--- src/rtl/mtic_pkg.sv ---
package mtic_pkg;
  localparam int unsigned ADDR_W = 12;
  localparam logic [ADDR_W-1:0] BANK_BASE = 12'h010;
  localparam int unsigned BANK_STRIDE_LG = 4;

  localparam logic [3:0] OFS_EVT  = 4'h0;
  localparam logic [3:0] OFS_MASK = 4'h4;
  localparam logic [3:0] OFS_ACK  = 4'h8;
  localparam logic [3:0] OFS_LVL  = 4'hC;
endpackage

--- src/rtl/mtic_inmap.sv ---
module mtic_inmap #(
  parameter int unsigned NB = 2,
  parameter int unsigned W  = 32
) (
  input  logic [NB*W-1:0]       irq_in,
  output logic [NB-1:0][W-1:0]  bank_src
);
  // Lowest input segment feeds the highest bank.
  for (genvar b = 0; b < NB; b++) begin : g_map
    assign bank_src[b] = irq_in[(NB-1-b)*W +: W];
  end
endmodule

--- src/rtl/mtic_bank.sv ---
module mtic_bank #(
  parameter int unsigned W = 32,
  parameter logic [W-1:0] LT_INIT = '0
) (
  input  logic         clk,
  input  logic         rst_n,
  input  logic [W-1:0] src,
  input  logic         mask_we,
  input  logic         ack_we,
  input  logic [W-1:0] wdata,
  output logic [W-1:0] ev_q,
  output logic [W-1:0] mk_q,
  output logic [W-1:0] lv_q,
  output logic [W-1:0] lt_q,
  output logic         pend_nxt
);
  logic [W-1:0] rise;
  logic [W-1:0] clr;
  logic [W-1:0] ev_nxt;
  logic [W-1:0] mk_nxt;

  assign lt_q   = LT_INIT;
  assign rise   = src & ~lv_q;
  assign clr    = ack_we ? (wdata & ~lt_q) : '0;
  assign ev_nxt = (ev_q & ~clr) | (rise & ~lt_q);
  assign mk_nxt = mask_we ? wdata : mk_q;
  assign pend_nxt = |((ev_nxt | (src & lt_q)) & mk_nxt);

  always_ff @(posedge clk or negedge rst_n) begin
    if (!rst_n) begin
      ev_q <= '0;
      mk_q <= '0;
      lv_q <= '0;
    end else begin
      ev_q <= ev_nxt;
      mk_q <= mk_nxt;
      lv_q <= src;
    end
  end
endmodule

--- src/rtl/mtic_regif.sv ---
module mtic_regif
  import mtic_pkg::*;
#(
  parameter int unsigned NB = 2,
  parameter int unsigned W  = 32
) (
  input  logic                  reg_wen,
  input  logic [ADDR_W-1:0]     reg_addr,
  input  logic [NB-1:0][W-1:0]  ev_all,
  input  logic [NB-1:0][W-1:0]  mk_all,
  input  logic [NB-1:0][W-1:0]  lv_all,
  output logic [NB-1:0]         mask_we,
  output logic [NB-1:0]         ack_we,
  output logic [W-1:0]          reg_rdata
);
  logic [ADDR_W-1:0] rel;
  logic [ADDR_W-1:0] idx;
  logic [3:0]        ofs;
  logic [NB-1:0]     sel;

  assign rel = reg_addr - BANK_BASE;
  assign idx = rel >> BANK_STRIDE_LG;
  assign ofs = reg_addr[3:0];

  for (genvar b = 0; b < NB; b++) begin : g_dec
    assign sel[b]     = (idx == ADDR_W'(b));
    assign mask_we[b] = reg_wen && sel[b] && (ofs == OFS_MASK);
    assign ack_we[b]  = reg_wen && sel[b] && (ofs == OFS_ACK);
  end

  always_comb begin
    reg_rdata = '0;
    for (int b = 0; b < NB; b++) begin
      if (sel[b]) begin
        unique case (ofs)
          OFS_EVT, OFS_ACK: reg_rdata = reg_rdata | ev_all[b];
          OFS_MASK:         reg_rdata = reg_rdata | mk_all[b];
          OFS_LVL:          reg_rdata = reg_rdata | lv_all[b];
          default:          reg_rdata = reg_rdata;
        endcase
      end
    end
  end
endmodule

--- src/rtl/mtic_top.sv ---
module mtic_top
  import mtic_pkg::*;
#(
  parameter int unsigned NUM_BANKS = 2,
  parameter int unsigned BANK_W    = 32,
  parameter logic [NUM_BANKS-1:0][BANK_W-1:0] LT_INIT = {32'h1FF0_0000, 32'h0000_0000},
  localparam int unsigned NUM_IN   = NUM_BANKS * BANK_W
) (
  input  logic              clk,
  input  logic              rst_n,
  input  logic [NUM_IN-1:0] irq_in,
  input  logic              reg_wen,
  input  logic [ADDR_W-1:0] reg_addr,
  input  logic [BANK_W-1:0] reg_wdata,
  output logic [BANK_W-1:0] reg_rdata,
  output logic              irq_out
);
  logic [NUM_BANKS-1:0][BANK_W-1:0] bank_src;
  logic [NUM_BANKS-1:0][BANK_W-1:0] ev_q;
  logic [NUM_BANKS-1:0][BANK_W-1:0] mk_q;
  logic [NUM_BANKS-1:0][BANK_W-1:0] lv_q;
  logic [NUM_BANKS-1:0][BANK_W-1:0] lt_q;
  logic [NUM_BANKS-1:0]             mask_we;
  logic [NUM_BANKS-1:0]             ack_we;
  logic [NUM_BANKS-1:0]             pend_nxt;
  logic                             irq_q;

  mtic_inmap #(.NB(NUM_BANKS), .W(BANK_W)) u_inmap (
    .irq_in   (irq_in),
    .bank_src (bank_src)
  );

  mtic_regif #(.NB(NUM_BANKS), .W(BANK_W)) u_regif (
    .reg_wen   (reg_wen),
    .reg_addr  (reg_addr),
    .ev_all    (ev_q),
    .mk_all    (mk_q),
    .lv_all    (lv_q),
    .mask_we   (mask_we),
    .ack_we    (ack_we),
    .reg_rdata (reg_rdata)
  );

  for (genvar b = 0; b < NUM_BANKS; b++) begin : g_bank
    mtic_bank #(.W(BANK_W), .LT_INIT(LT_INIT[b])) u_bank (
      .clk      (clk),
      .rst_n    (rst_n),
      .src      (bank_src[b]),
      .mask_we  (mask_we[b]),
      .ack_we   (ack_we[b]),
      .wdata    (reg_wdata),
      .ev_q     (ev_q[b]),
      .mk_q     (mk_q[b]),
      .lv_q     (lv_q[b]),
      .lt_q     (lt_q[b]),
      .pend_nxt (pend_nxt[b])
    );
  end

  always_ff @(posedge clk or negedge rst_n) begin
    if (!rst_n) irq_q <= 1'b0;
    else        irq_q <= |pend_nxt;
  end

  assign irq_out = irq_q;
endmodule

--- config.mk ---
export PLATFORM = sky130hd
export DESIGN_NAME = mtic_top
export DESIGN_NICKNAME = d
export VERILOG_FILES = /design/src/rtl/mtic_pkg.sv /design/src/rtl/mtic_inmap.sv /design/src/rtl/mtic_bank.sv /design/src/rtl/mtic_regif.sv /design/src/rtl/mtic_top.sv
export SDC_FILE = /design/constraint.sdc
export NUM_CORES = 1
export LEC_CHECK = 0
export BUFFER_PORTS_ARGS = -buffer_cell sky130_fd_sc_hd__buf_2
export CORE_ASPECT_RATIO = 2
export CORE_MARGIN = 10
export CORE_UTILIZATION = 55
export CTS_BUF_LIST = sky130_fd_sc_hd__clkbuf_4 sky130_fd_sc_hd__clkbuf_8
export DETAILED_ROUTE_END_ITERATION = 8
export PLACE_DENSITY = 0.81
export SLEW_MARGIN = 5
export SYNTH_ARGS = -nofsm -noshare
export SYNTH_HDL_FRONTEND = slang
export SYNTH_SLANG_ARGS = --single-unit
--- constraint.sdc ---
create_clock -name clk -period 3.4 [get_ports clk]
set_clock_uncertainty 0.1 [all_clocks]
set_input_delay 0.34 -clock clk [delete_from_list [all_inputs] [get_ports clk]]
set_output_delay 0.34 -clock clk [all_outputs]
set_load 0.01 [all_outputs]
* Word-level counts from Yosys, hierarchy flattened
Cells that the tools add are included.
W data, S select, Z words.
** Storage, ports and cells
- Output and inout port bits :: 33
- Flip-flop bits (word level) :: 193
- Logic and storage cells :: 46
- Input port bits :: 111
** Cells by class
- Equal/unequal tests :: 4
- Bitwise logic cells :: 16
- $add $sub $neg :: 1
- Reduce and logical (&&, ||, !) cells :: 10
- Mux-type cells :: 8
** Operators by type and width (number)
- $and A32 B32 Y32 :: 6
- $mux W32 :: 6
- $pmux W32 S3 :: 2
- $or A32 B32 Y32 :: 5
- $not A32 Y32 :: 4
- $reduce_or A64 Y1 :: 1
- $or A32 B29 Y32 :: 1
- $logic_not A12 Y1 :: 1
- $sub A12 B5 Y12 const B :: 1
- $eq A4 B4 Y1 const B :: 2
- $eq A8 B1 Y1 const B :: 1
- $logic_and A1 B1 Y1 :: 6
- $eq A4 B3 Y1 const B :: 1
- $logic_not A4 Y1 :: 1
- $reduce_or A2 Y1 :: 1

* Logic depth before layout (Yosys ltp)
Gate-level depths: netlist of run 1.
- Depth in word-level cells :: 11
- Depth in mapped cells :: 11

* Hierarchy
From an unflattened synthesis of run 1, not the netlist that was laid out.
** Unflattened totals
- Cell total of the unflattened synthesis :: 902
- Area, all modules :: 9849.4 um^2
** By module, submodules not included
- mtic_bank at g_bank[0].u_bank :: times used 1, sequential area each 2402.3 um^2, cells each 295, area an instance 3896.2 um^2
- mtic_bank at g_bank[1].u_bank :: times used 1, sequential area each 2177.1 um^2, cells each 267, area an instance 3505.9 um^2
- mtic_regif :: times used 1, sequential area each 0.0 um^2, cells each 274, area an instance 1935.6 um^2
- mtic_inmap :: times used 1, sequential area each 0.0 um^2, cells each 64, area an instance 480.5 um^2
- mtic_top :: times used 1, sequential area each 25.0 um^2, cells each 2, area an instance 31.3 um^2

* Worst setup path after synthesis of run 1
Ideal clock, no wire load.
- Path type :: input-to-reg
- Start :: input reg_addr[6]
- End :: register irq_q, in the netlist irq_out
- Buffers on the path :: 2
- Cell stages on the path :: 9
- Library setup time :: 140 ps
- Required time :: 3160 ps
- Data arrival time :: 2681 ps
- Path slack :: 480 ps
- Cells stage by stage :: or4_1 -> or4_4 -> buf_6 -> buf_6 -> mux2_4 -> a22o_1 -> nor4_1 -> and4_1 -> nand4_1
** On the way
- Elaborated cells on any way between the ends :: 23
- Those cells by class :: add/sub: 1; eq/ne: 1; mux: 4; bitwise: 9; reduce/logical: 8
** RTL lines
- start: declaration :: RTL line mtic_top.sv:13 : input logic [ADDR_W-1:0] reg_addr,
- $sub A12 B5 Y12 :: RTL line mtic_regif.sv:21 : assign rel = reg_addr - BANK_BASE;
- $eq A8 B1 Y1 :: RTL line mtic_regif.sv:26 : assign sel[b] = (idx == ADDR_W'(b));
- $logic_and A1 B1 Y1 (2 in a row) :: RTL line mtic_regif.sv:27 : assign mask_we[b] = reg_wen && sel[b] && (ofs == OFS_MASK);
- $mux W32 :: RTL line mtic_bank.sv:26 : assign mk_nxt = mask_we ? wdata : mk_q;
- net g_bank[1].u_bank.mk_nxt[28] :: RTL line mtic_bank.sv:20 : logic [W-1:0] mk_nxt;
- $and A32 B32 Y32 :: RTL line mtic_bank.sv:27 : assign pend_nxt = |((ev_nxt | (src & lt_q)) & mk_nxt);
- $reduce_or A64 Y1 :: RTL line mtic_top.sv:62 : else irq_q <= |pend_nxt;
- end signal: assignment :: RTL line mtic_top.sv:62
- end: declaration :: RTL line mtic_top.sv:26 : logic irq_q;
The timed path passes the listed nets, and every way through them passes these cells.

* Worst setup path in the final report of run 1
Same ends and word-level chain as after synthesis.

==> results of run 1 <==
[cells by family after synthesis]
kind of cell	share of synthesized area [%]
DFF	53.24
muxes	15.55
buffers and inverters	4.615
and+or+nand+nor	10.97
AOI/OAI and AO/OA	15.63
[timing repair]
item / CTS / global route
endpoints found under the hold margin: 138 / 0
endpoints found under the setup margin: 0 / 0
hold buffers: 65 / 0
[tightest hold or removal path: stages]
cell and delay (ps):
sky130_fd_sc_hd__buf_2 120, sky130_fd_sc_hd__mux2i_1 80, sky130_fd_sc_hd__inv_1 50
[power groups by stage]
stage	Combinational (W)	Clock, W	Sequential (W)
after floorplan	0.000144	0	0.00229
after global placement	0.000326	0	0.00230
after detailed placement	0.000331	0	0.00230
after CTS	0.000392	0.00158	0.00226
after global routing	0.000431	0.00167	0.00226
final	0.000394	0.00155	0.00226
[metrics by stage]
stage | instance area [µm²] | setup slack (ps) | total power [W] | std cells
finish | 10780 | 340.2 | 0.004206 | 1213
global route | 10780 | 258.3 | 0.004365 | 1213
CTS | 10780 | 387.7 | 0.004232 | 1212
detailed placement | 9708 | -82.90 | 0.002631 | 1115
global placement | 9708 | -70.02 | 0.002623 | 1115
floorplan | 8648 | 479.6 | 0.002436 | 780
[layer usage]
| layer | global-route usage, % | share of wire [%] | vias to the layer above |
|---|---|---|---|
| met5 | 0 | 0 | - |
| met4 | 17.92 | 6.5 | 0 |
| met3 | 4.837 | 5.7 | 95 |
| met2 | 43.80 | 53 | 299 |
| met1 | 25.86 | 35 | 3505 |
| li1 | - | - | 3237 |
[final timing paths]
path                                                 from                        end  slack, ps
worst max register to register  g_bank[1].u_bank.mk_q[12]                    irq_out       1330
min in group asynchronous                           rst_n  g_bank[0].u_bank.ev_q[26]        360
max in group asynchronous                           rst_n  g_bank[1].u_bank.lv_q[17]       2040
worst min-delay path                        reg_wdata[12]  g_bank[0].u_bank.mk_q[12]         50
worst max-delay path                          reg_addr[6]                    irq_out        340
worst min register to register  g_bank[0].u_bank.lv_q[24]  g_bank[0].u_bank.ev_q[24]        400
[area by class of cell]
type	instances	area share [%]
clock buffers	17	2.170
repair buffers	246	15.54
diodes	1	0.02320
inverters	46	1.601
well taps	198	2.297
flip-flops and latches	184	42.70
clock inverters	15	1.752
multi-input cells	506	33.93
[state kept, by name (all words and copies together), names as in the netlist]
name,flops
g_bank.u_bank.ev_q,55
g_bank.u_bank.lv_q,64
irq_out,1
g_bank.u_bank.mk_q,64
[Yosys cell counts (2+ instances only)]
cell,instances
sky130_fd_sc_hd__o2111ai_1,2
sky130_fd_sc_hd__mux2i_1,68
sky130_fd_sc_hd__clkbuf_1,27
sky130_fd_sc_hd__nand2_1,77
sky130_fd_sc_hd__mux2_2,46
sky130_fd_sc_hd__a21boi_0,34
sky130_fd_sc_hd__a2111oi_0,3
sky130_fd_sc_hd__nor4_1,10
sky130_fd_sc_hd__nor2_1,2
sky130_fd_sc_hd__nand4_1,5
sky130_fd_sc_hd__inv_1,46
sky130_fd_sc_hd__nand3b_1,5
sky130_fd_sc_hd__or2_2,26
sky130_fd_sc_hd__dfrtp_1,184
sky130_fd_sc_hd__a221o_1,6
sky130_fd_sc_hd__buf_1,5
sky130_fd_sc_hd__o21ai_0,55
sky130_fd_sc_hd__a2bb2oi_1,3
sky130_fd_sc_hd__nor2b_1,29
sky130_fd_sc_hd__or4_1,4
sky130_fd_sc_hd__mux2_4,9
sky130_fd_sc_hd__nand2b_1,11
sky130_fd_sc_hd__o211ai_1,46
sky130_fd_sc_hd__a21oi_1,24
sky130_fd_sc_hd__or4b_1,2
sky130_fd_sc_hd__a22oi_1,6
sky130_fd_sc_hd__a22o_1,8
sky130_fd_sc_hd__buf_2,4
sky130_fd_sc_hd__buf_6,7
sky130_fd_sc_hd__o22ai_1,14
==> flow_summary.rst, run 1 <==
.. list-table::
   :header-rows: 1

   * - Metric
     - Value
   * - Worst path buffer plus inverter count
     - 3
   * - Overflow left after global routing
     - 0
   * - Die H
     - 197.3 µm
   * - Period minus WS final
     - 3060 ps
   * - Cells after synthesis
     - 780
   * - Clock Path Buffers
     - 2
   * - Storage element area
     - 0.004604 mm²
   * - Width of the die
     - 108.7 µm
   * - Fin Hold WS
     - 49.57 ps
   * - Part of the total power dissipated in combinational logic
     - 9.4%
   * - Commonest cells after routing, fill and taps aside
     - sky130_fd_sc_hd__dfrtp_1, sky130_fd_sc_hd__buf_2, sky130_fd_sc_hd__nand2_1
   * - Max-cap viol count
     - 0
   * - Most used flip-flop cell after synthesis
     - sky130_fd_sc_hd__dfrtp_1
   * - Biggest fanout along the worst timing path
     - 13
   * - Detail-routed via count per cell
     - 5.883
   * - Master of the slowest instance on the critical path
     - sky130_fd_sc_hd__or4_1
   * - Final hold violation count
     - 0
   * - Share of post-route cells with drive strength above 1
     - 29.49%
   * - Yosys synthesis warning count
     - 0
   * - Cell Pwr Density
     - 390.0 mW/mm²
   * - VDD IR max
     - 0.3171 mV
   * - Post-route setup TNS
     - 0 ps
   * - Total detailed-routing wirelength
     - 26090 µm
   * - Vias in the first global route
     - 8041
   * - Final period utilization
     - 89.99%
   * - Post-Route Utilization
     - 70.14%
   * - Post-CTS setup buffer count
     - 0
   * - Critical path capture point type
     - register
   * - Rel. slew slack
     - 40.89%
   * - Estimated wirelength of the detail-placed design
     - 18590 µm
   * - Overall fraction of global-route tracks in use
     - 25.10%
   * - Core Region
     - 0.01537 mm²
   * - WL per Instance
     - 21.51 µm
   * - Area occupied by multi-input gates
     - 0.003659 mm²
   * - Number of inserted filler cells in the final layout
     - 1161
   * - Number of synthesized register bits
     - 184
   * - LEAKAGE
     - 5.141 nW
   * - Asr flop ratio synth
     - 100.0%
   * - DRC Markers
     - 0
   * - Cell Chain, Critical Path
     - buf_2 > or4_1 > buf_4 > or4_4 > buf_4 > mux2_2 > a22oi_1 > nand4_1 > nor4_1 > nand4_1
   * - Worst reg-to-reg path cell count
     - 6
   * - H-tree levels
     - 4
   * - Clock insertion delay at the later pin of the skew report
     - 460 ps
   * - Switching Power
     - 0.001108 W
   * - Switching part of the total power
     - 26.35%
   * - Number of sinks driven by the clock tree
     - 184
   * - Fraction of power consumed by sequential logic
     - 53.7%
   * - Post-cts sizing count
     - 0
   * - Setup repair after global routing missed its margin
     - false
   * - Starting DRC count in detailed routing
     - 419
   * - Number of detailed-routing iterations run before antenna repair
     - 5
   * - Slew Limit Fails
     - 0
   * - Path class of the lowest-slack min-delay path
     - in2reg
   * - Fraction of synthesized cell area taken by the top area cell type
     - 53.24%
   * - CTS Buf Count
     - 17
   * - Global-route wire length before repair
     - 41690 µm
   * - Cell type contributing the most total cell area after synthesis
     - sky130_fd_sc_hd__dfrtp_1
   * - Depth of the critical timing path with buffers and inverters included
     - 10
   * - Pin count of the biggest net entering global routing
     - 76
   * - Class of the most critical setup path
     - in2reg
   * - Mean cell area of the mapped netlist
     - 11.09 µm²
   * - Internal power component
     - 0.003097 W
   * - Cell area after synthesis
     - 0.008648 mm²
   * - Most common cell after layout, fill and taps aside
     - sky130_fd_sc_hd__dfrtp_1
   * - Die Outline Area
     - 0.02144 mm²
   * - Outcome
     - complete, no violations
   * - Root cell of the clock tree
     - sky130_fd_sc_hd__clkbuf_8
   * - Top area cells in the synthesized netlist
     - sky130_fd_sc_hd__dfrtp_1, sky130_fd_sc_hd__mux2i_1, sky130_fd_sc_hd__mux2_2
   * - Actual slew at the worst max-slew pin
     - 886.7 ps
   * - Final net count
     - 1112
   * - WP data arrival
     - 3290 ps
   * - CTS clk-pin slew, worst paths
     - 100 ps
   * - Routability congestion estimate
     - 0.9149
   * - TritonCTS clock tree
     - built
   * - Vias
     - 7136
   * - Power share of the clock group
     - 37.0%
   * - Post-synthesis net count
     - 891
   * - I/O pin count
     - 144
   * - Number of enable-type register cells in the synthesized netlist
     - 0
   * - Syn-to-layout area delta
     - 24.70%
   * - Total number of placement rows
     - 64
   * - Stage delay of the slowest cell on the critical path
     - 630 ps
   * - Initial Utilization
     - 56.25%
   * - Max Clk Rate
     - 326.8 MHz
   * - Worst Path Required
     - 3630 ps
   * - Startpoint type of the worst setup path
     - input port
   * - Number of buffers inserted by port buffering
     - 143
   * - Worst Hold Depth
     - 3
   * - Sequential fraction of the synthesis area
     - 53.24%
   * - Count of cell types in the netlist
     - 42
   * - Antenna viol nets, final
     - 0
   * - Gate family responsible for the most delay along the worst path
     - simple AND/OR/NAND/NOR gates
   * - Setup violation total in the final timing report
     - 0
   * - Initial antenna violation count
     - 1
No activity file was read; power rests on OpenSTA's default activity.
==> inputs of run 2 (changes only) <==
REMOVE_ABC_BUFFERS = 1   (was unset)
==> flow_summary.rst, run 2 (same netlist as run 1, synthesis figures left out) <==
.. list-table::
   :header-rows: 1

   * - Metric
     - Value
   * - Routability congestion estimate
     - 0.8618 (was 0.9149)
   * - Global-route wire length before repair
     - 40290 µm (was 41690 µm)
   * - Initial Utilization
     - 56.25% (unchanged)
   * - CTS Buf Count
     - 17 (unchanged)
   * - Biggest fanout along the worst timing path
     - 7 (was 13)
   * - Period minus WS final
     - 3234 ps (was 3060 ps)
   * - Outcome
     - complete, no violations (unchanged)
   * - Final period utilization
     - 95.12% (was 89.99%)
   * - Setup repair after global routing missed its margin
     - false (unchanged)
   * - VDD IR max
     - 0.4203 mV (was 0.3171 mV)
   * - WL per Instance
     - 21.02 µm (was 21.51 µm)
   * - Post-cts sizing count
     - 0 (unchanged)
   * - Total number of placement rows
     - 64 (unchanged)
   * - Overflow left after global routing
     - 0 (unchanged)
   * - Width of the die
     - 108.7 µm (unchanged)
   * - Die Outline Area
     - 0.02144 mm² (unchanged)
   * - Core Region
     - 0.01537 mm² (unchanged)
   * - Actual slew at the worst max-slew pin
     - 753.1 ps (was 886.7 ps)
   * - Clock Path Buffers
     - 2 (unchanged)
   * - Final net count
     - 1104 (was 1112)
   * - Max Clk Rate
     - 309.2 MHz (was 326.8 MHz)
   * - Number of inserted filler cells in the final layout
     - 1169 (was 1161)
   * - Reg2reg setup slack
     - 1120 ps (was 1330 ps)
   * - Critical path capture point type
     - register (unchanged)
   * - Worst Hold Depth
     - 2 (was 3)
   * - Total detailed-routing wirelength
     - 25330 µm (was 26090 µm)
   * - Stage delay of the slowest cell on the critical path
     - 740 ps (was 630 ps)
   * - Rel. slew slack
     - 48.49% (was 40.89%)
   * - Starting DRC count in detailed routing
     - 485 (was 419)
   * - Overall fraction of global-route tracks in use
     - 24.22% (was 25.10%)
   * - Worst path buffer plus inverter count
     - 2 (was 3)
   * - TritonCTS clock tree
     - built (unchanged)
   * - Share of post-route cells with drive strength above 1
     - 28.93% (was 29.49%)
   * - Syn-to-layout area delta
     - 24.65% (was 24.70%)
   * - Startpoint of the worst register-to-register path
     - g_bank[1].u_bank.mk_q[12] (unchanged)
   * - Final hold violation count
     - 0 (unchanged)
   * - Startpoint type of the worst setup path
     - input port (unchanged)
   * - Worst reg-to-reg path cell count
     - 6 (unchanged)
   * - Detail-routed via count per cell
     - 5.882 (was 5.883)
   * - Pin count of the biggest net entering global routing
     - 80 (was 76)
   * - Class of the most critical setup path
     - in2reg (unchanged)
   * - Placement-stage cell area
     - 0.009698 mm² (was 0.009708 mm²)
   * - Hold-fix buffers at CTS
     - 65 (unchanged)
   * - Cell Chain, Critical Path
     - buf_2 > or4b_1 > or4_1 > o21ai_0 > a21boi_0 > a2111oi_0 > buf_4 > and4_1 > nand4_1 (was buf_2 > or4_1 > buf_4 > or4_4 > buf_4 > mux2_2 > a22oi_1 > nand4_1 > nor4_1 > nand4_1)
   * - Worst hold path startpoint
     - reg_wdata[15] (was reg_wdata[12])
   * - CTS clk-pin slew, worst paths
     - 110 ps (was 100 ps)
   * - Fin area
     - 0.01078 mm² (about the same)
   * - Registers with the highest flip-flop counts
     - g_bank.u_bank.lv_q: 64 flops, g_bank.u_bank.mk_q: 64 flops, g_bank.u_bank.ev_q: 55 flops (unchanged)
   * - Number of detailed-routing iterations run before antenna repair
     - 8 (was 5)
   * - Post-route setup TNS
     - 0 ps (unchanged)
   * - Master of the slowest instance on the critical path
     - sky130_fd_sc_hd__or4_1 (unchanged)
   * - Number of buffers inserted by port buffering
     - 143 (unchanged)
   * - Vias in the first global route
     - 7709 (was 8041)
   * - Initial antenna violation count
     - 1 (unchanged)
   * - Die H
     - 197.3 µm (unchanged)
   * - Estimated wirelength of the detail-placed design
     - 18260 µm (was 18590 µm)
   * - Root cell of the clock tree
     - sky130_fd_sc_hd__clkbuf_8 (unchanged)
   * - Vias
     - 7088 (was 7136)
   * - Number of sinks driven by the clock tree
     - 184 (unchanged)
   * - H-tree levels
     - 4 (unchanged)
   * - Cell Pwr Density
     - 391.2 mW/mm² (was 390.0 mW/mm²)
   * - Path class of the lowest-slack min-delay path
     - in2reg (unchanged)
   * - Critical path startpoint
     - reg_addr[4] (was reg_addr[6])
   * - Total power draw
     - 0.004218 W (was 0.004206 W)
   * - Clock insertion delay at the later pin of the skew report
     - 470 ps (was 460 ps)
   * - Hold Crit Endpoint
     - g_bank[1].u_bank.mk_q[15] (was g_bank[0].u_bank.mk_q[12])
   * - Most common cell after layout, fill and taps aside
     - sky130_fd_sc_hd__dfrtp_1 (unchanged)
   * - Commonest cells after routing, fill and taps aside
     - sky130_fd_sc_hd__dfrtp_1, sky130_fd_sc_hd__buf_2, sky130_fd_sc_hd__nand2_1 (unchanged)
   * - WP data arrival
     - 3470 ps (was 3290 ps)
   * - Post-CTS setup buffer count
     - 0 (unchanged)
   * - DRC Markers
     - 0 (unchanged)
   * - Fin Hold WS
     - 47.71 ps (was 49.57 ps)
   * - Gate family responsible for the most delay along the worst path
     - simple AND/OR/NAND/NOR gates (unchanged)
   * - Slew Limit Fails
     - 0 (unchanged)
   * - I/O pin count
     - 144 (unchanged)
   * - End of the worst register-to-register path
     - irq_out (unchanged)
   * - Setup violation total in the final timing report
     - 0 (unchanged)
   * - Worst Path Required
     - 3630 ps (about the same)
   * - LEAKAGE
     - 5.125 nW (was 5.141 nW)
   * - Max-cap viol count
     - 0 (unchanged)
   * - Antenna viol nets, final
     - 0 (unchanged)
[run 2: stage by stage]
| stage | worst slack [ps] | std cells | utilization, % |
|---|---|---|---|
| 6_report | 166.0 | 1205 | 70.12 |
| 3_5_place_dp | -285.1 | 1107 | 63.08 |
| 3_3_place_gp | -285.2 | 1107 | 63.08 |
| 2_1_floorplan | -120.2 | 736 | - |
| 4_1_cts | 218.7 | 1204 | 70.10 |
| 5_1_grt | 65.68 | 1205 | 70.12 |
[run 2: how the worst max path moves through the flow]
stage | cells after the start | end | slack (ps)
floorplan | 7 | irq_out | -120
finish | 9 | irq_out | 170
global route | 9 | irq_out | 70
global placement | 10 | irq_out | -290
detailed placement | 10 | irq_out | -290
CTS | 10 | irq_out | 220
[run 2: area by class of cell]
type                    instances  area, µm²  share of cell area [%]
clock buffers                  18      247.7                   2.298
inverters                      46      172.7                   1.602
well taps                     198      247.7                   2.298
repair buffers                238       1665                   15.45
diodes                          1      2.502                 0.02321
flip-flops and latches        184       4604                   42.71
multi-input cells             506       3659                   33.94
clock inverters                14      181.4                   1.683
[run 2: routing by layer]
metal  track usage, %  wire [µm]  up-vias
met4            14.04       1386        0
met5                0          0        -
met2            42.79      13760      264
li1                 -          -     3213
met3            5.098       1207       91
met1            25.56       8979     3520
[run 2: report_power, final]
| group | switching, W | internal (W) | total [W] | leakage [nW] |
|---|---|---|---|---|
| Sequential | 0.0000247 | 0.00223 | 0.00226 | 2.13 |
| Clock | 0.000864 | 0.000709 | 0.00157 | 0.215 |
| Combinational | 0.000214 | 0.000175 | 0.000389 | 2.78 |
==> inputs of run 3 (changes only) <==
PLACE_DENSITY = 0.78   (was 0.81)
==> flow_summary.rst, run 3 (same netlist as run 1, synthesis figures left out) <==
.. list-table::
   :header-rows: 1

   * - Metric
     - Value
   * - Period minus WS final
     - 3068 ps (was 3234 ps)
   * - CTS Buf Count
     - 17 (unchanged)
   * - Die Outline Area
     - 0.02144 mm² (unchanged)
   * - Commonest cells after routing, fill and taps aside
     - sky130_fd_sc_hd__dfrtp_1, sky130_fd_sc_hd__buf_2, sky130_fd_sc_hd__nand2_1 (unchanged)
   * - Registers with the highest flip-flop counts
     - g_bank.u_bank.lv_q: 64 flops, g_bank.u_bank.mk_q: 64 flops, g_bank.u_bank.ev_q: 55 flops (unchanged)
   * - Setup slack after layout
     - 331.7 ps (was 166.0 ps)
   * - Critical path capture point type
     - register (unchanged)
   * - Syn-to-layout area delta
     - 24.38% (was 24.65%)
   * - Number of detailed-routing iterations run before antenna repair
     - 7 (was 8)
   * - Clock insertion delay at the later pin of the skew report
     - 490 ps (was 470 ps)
   * - VDD IR max
     - 0.3371 mV (was 0.4203 mV)
   * - Starting DRC count in detailed routing
     - 421 (was 485)
   * - Vias in the first global route
     - 7610 (was 7709)
   * - Most common cell after layout, fill and taps aside
     - sky130_fd_sc_hd__dfrtp_1 (unchanged)
   * - Die H
     - 197.3 µm (unchanged)
   * - Overall fraction of global-route tracks in use
     - 24.17% (was 24.22%)
   * - Setup repair after global routing missed its margin
     - false (unchanged)
   * - Final hold violation count
     - 0 (unchanged)
   * - Max Clk Rate
     - 325.9 MHz (was 309.2 MHz)
   * - Actual slew at the worst max-slew pin
     - 971.1 ps (was 753.1 ps)
   * - TritonCTS clock tree
     - built (unchanged)
   * - Max-cap viol count
     - 0 (unchanged)
   * - Root cell of the clock tree
     - sky130_fd_sc_hd__clkbuf_8 (unchanged)
   * - Number of buffers inserted by port buffering
     - 143 (unchanged)
   * - Post-CTS setup buffer count
     - 0 (unchanged)
   * - Cell Pwr Density
     - 385.3 mW/mm² (was 391.2 mW/mm²)
   * - Antenna viol nets, final
     - 0 (unchanged)
   * - Total power draw
     - 0.004145 W (was 0.004218 W)
   * - Share of post-route cells with drive strength above 1
     - 28.86% (was 28.93%)
   * - Vias
     - 6975 (was 7088)
   * - Core Region
     - 0.01537 mm² (unchanged)
   * - Final period utilization
     - 90.24% (was 95.12%)
   * - Startpoint type of the worst setup path
     - input port (unchanged)
   * - LEAKAGE
     - 5.124 nW (was 5.125 nW)
   * - Pre-CTS setup slack
     - -151.1 ps (was -285.1 ps)
   * - Hold-fix buffers at CTS
     - 65 (unchanged)
   * - Total detailed-routing wirelength
     - 25290 µm (was 25330 µm)
   * - Pin count of the biggest net entering global routing
     - 95 (was 80)
   * - Worst Path Required
     - 3640 ps (was 3630 ps)
   * - Initial antenna violation count
     - 2 (was 1)
   * - Path class of the lowest-slack min-delay path
     - in2reg (unchanged)
   * - Layout Cells excl Fill
     - 1205 (unchanged)
   * - I/O pin count
     - 144 (unchanged)
   * - Initial Utilization
     - 56.25% (unchanged)
   * - Detail-routed via count per cell
     - 5.788 (was 5.882)
   * - Number of sinks driven by the clock tree
     - 184 (unchanged)
   * - WL per Instance
     - 20.98 µm (was 21.02 µm)
   * - Overflow left after global routing
     - 0 (unchanged)
   * - Global-route wire length before repair
     - 40200 µm (was 40290 µm)
   * - Routability congestion estimate
     - 0.8680 (was 0.8618)
   * - Post-cts sizing count
     - 0 (unchanged)
   * - Placed Instances
     - 1106 (was 1107)
   * - Fin Hold WS
     - 35.13 ps (was 47.71 ps)
   * - Post-Route Utilization
     - 69.96% (was 70.12%)
   * - Total number of placement rows
     - 64 (unchanged)
   * - H-tree levels
     - 4 (unchanged)
   * - Clock Path Buffers
     - 2 (unchanged)
   * - Estimated wirelength of the detail-placed design
     - 17770 µm (was 18260 µm)
   * - Reg2reg setup slack
     - 1250 ps (was 1120 ps)
   * - WP data arrival
     - 3300 ps (was 3470 ps)
   * - Outcome
     - complete, no violations (unchanged)
   * - Width of the die
     - 108.7 µm (unchanged)
   * - Class of the most critical setup path
     - in2reg (unchanged)
   * - DRC Markers
     - 0 (unchanged)
   * - CTS clk-pin slew, worst paths
     - 120 ps (was 110 ps)
   * - Slew Limit Fails
     - 0 (unchanged)
   * - Final net count
     - 1103 (was 1104)
   * - Setup violation total in the final timing report
     - 0 (unchanged)
   * - Biggest fanout along the worst timing path
     - 11 (was 7)
   * - Rel. slew slack
     - 35.26% (was 48.49%)
## run 3: changes by cell type in the layout (fill, tap and decap cells not counted), sizes merged
cell	change
buf	-1
bufinv	-1
clkinv	-1
diode	+1
inv	+2
## run 3: stage by stage
step | instance area, µm² | setup TNS, ps
after floorplan | 8422 | -120.2
after global placement | 9699 | -84.51
after detailed placement | 9699 | -151.1
after CTS | 10750 | 0
after global routing | 10760 | 0
final | 10760 | 0
## run 3: layout make-up
cell class | instances | area (µm²)
multi-input combinational | 506 | 3667
clock inverter | 14 | 153.9
sequential | 184 | 4604
inverter | 46 | 172.7
antenna | 2 | 5.005
clock buffer | 18 | 247.7
fill | 1226 | 4618
timing repair buffer | 237 | 1658
tap | 198 | 247.7
## run 3: final timing paths
path                                     startpoint  depth (start not counted)                        end
max                                     reg_addr[6]                         10                    irq_out
min                                   reg_wdata[15]                          2  g_bank[1].u_bank.mk_q[15]
max reg2reg                g_bank[0].u_bank.ev_q[9]                          6                    irq_out
min reg2reg                g_bank[1].u_bank.ev_q[6]                          2   g_bank[1].u_bank.ev_q[6]
max in group asynchronous                     rst_n                          3  g_bank[0].u_bank.mk_q[22]
min in group asynchronous                     rst_n                          2  g_bank[1].u_bank.mk_q[22]
## run 3: critical path, stage by stage
cell and delay (ps):
sky130_fd_sc_hd__buf_2 90, sky130_fd_sc_hd__or4_1 550, sky130_fd_sc_hd__buf_4 190, sky130_fd_sc_hd__or4_1 510, sky130_fd_sc_hd__buf_4 210, sky130_fd_sc_hd__a221o_1 340
sky130_fd_sc_hd__a22oi_1 320, sky130_fd_sc_hd__nand4_1 170, sky130_fd_sc_hd__nor4_1 440, sky130_fd_sc_hd__nand4_1 160
## run 3: where the power goes
group          switching (W)  internal (W)
registers          0.0000234       0.00223
logic               0.000213      0.000175
clock network       0.000866      0.000636
## run 3: routing by layer
layer	vias up	GRT usage [%]	part of all wire [%]
li1	3202	-	-
met1	3458	25.99	36
met2	244	42.97	55
met3	71	4.641	4.5
met4	0	12.91	4.6
met5	-	0	0
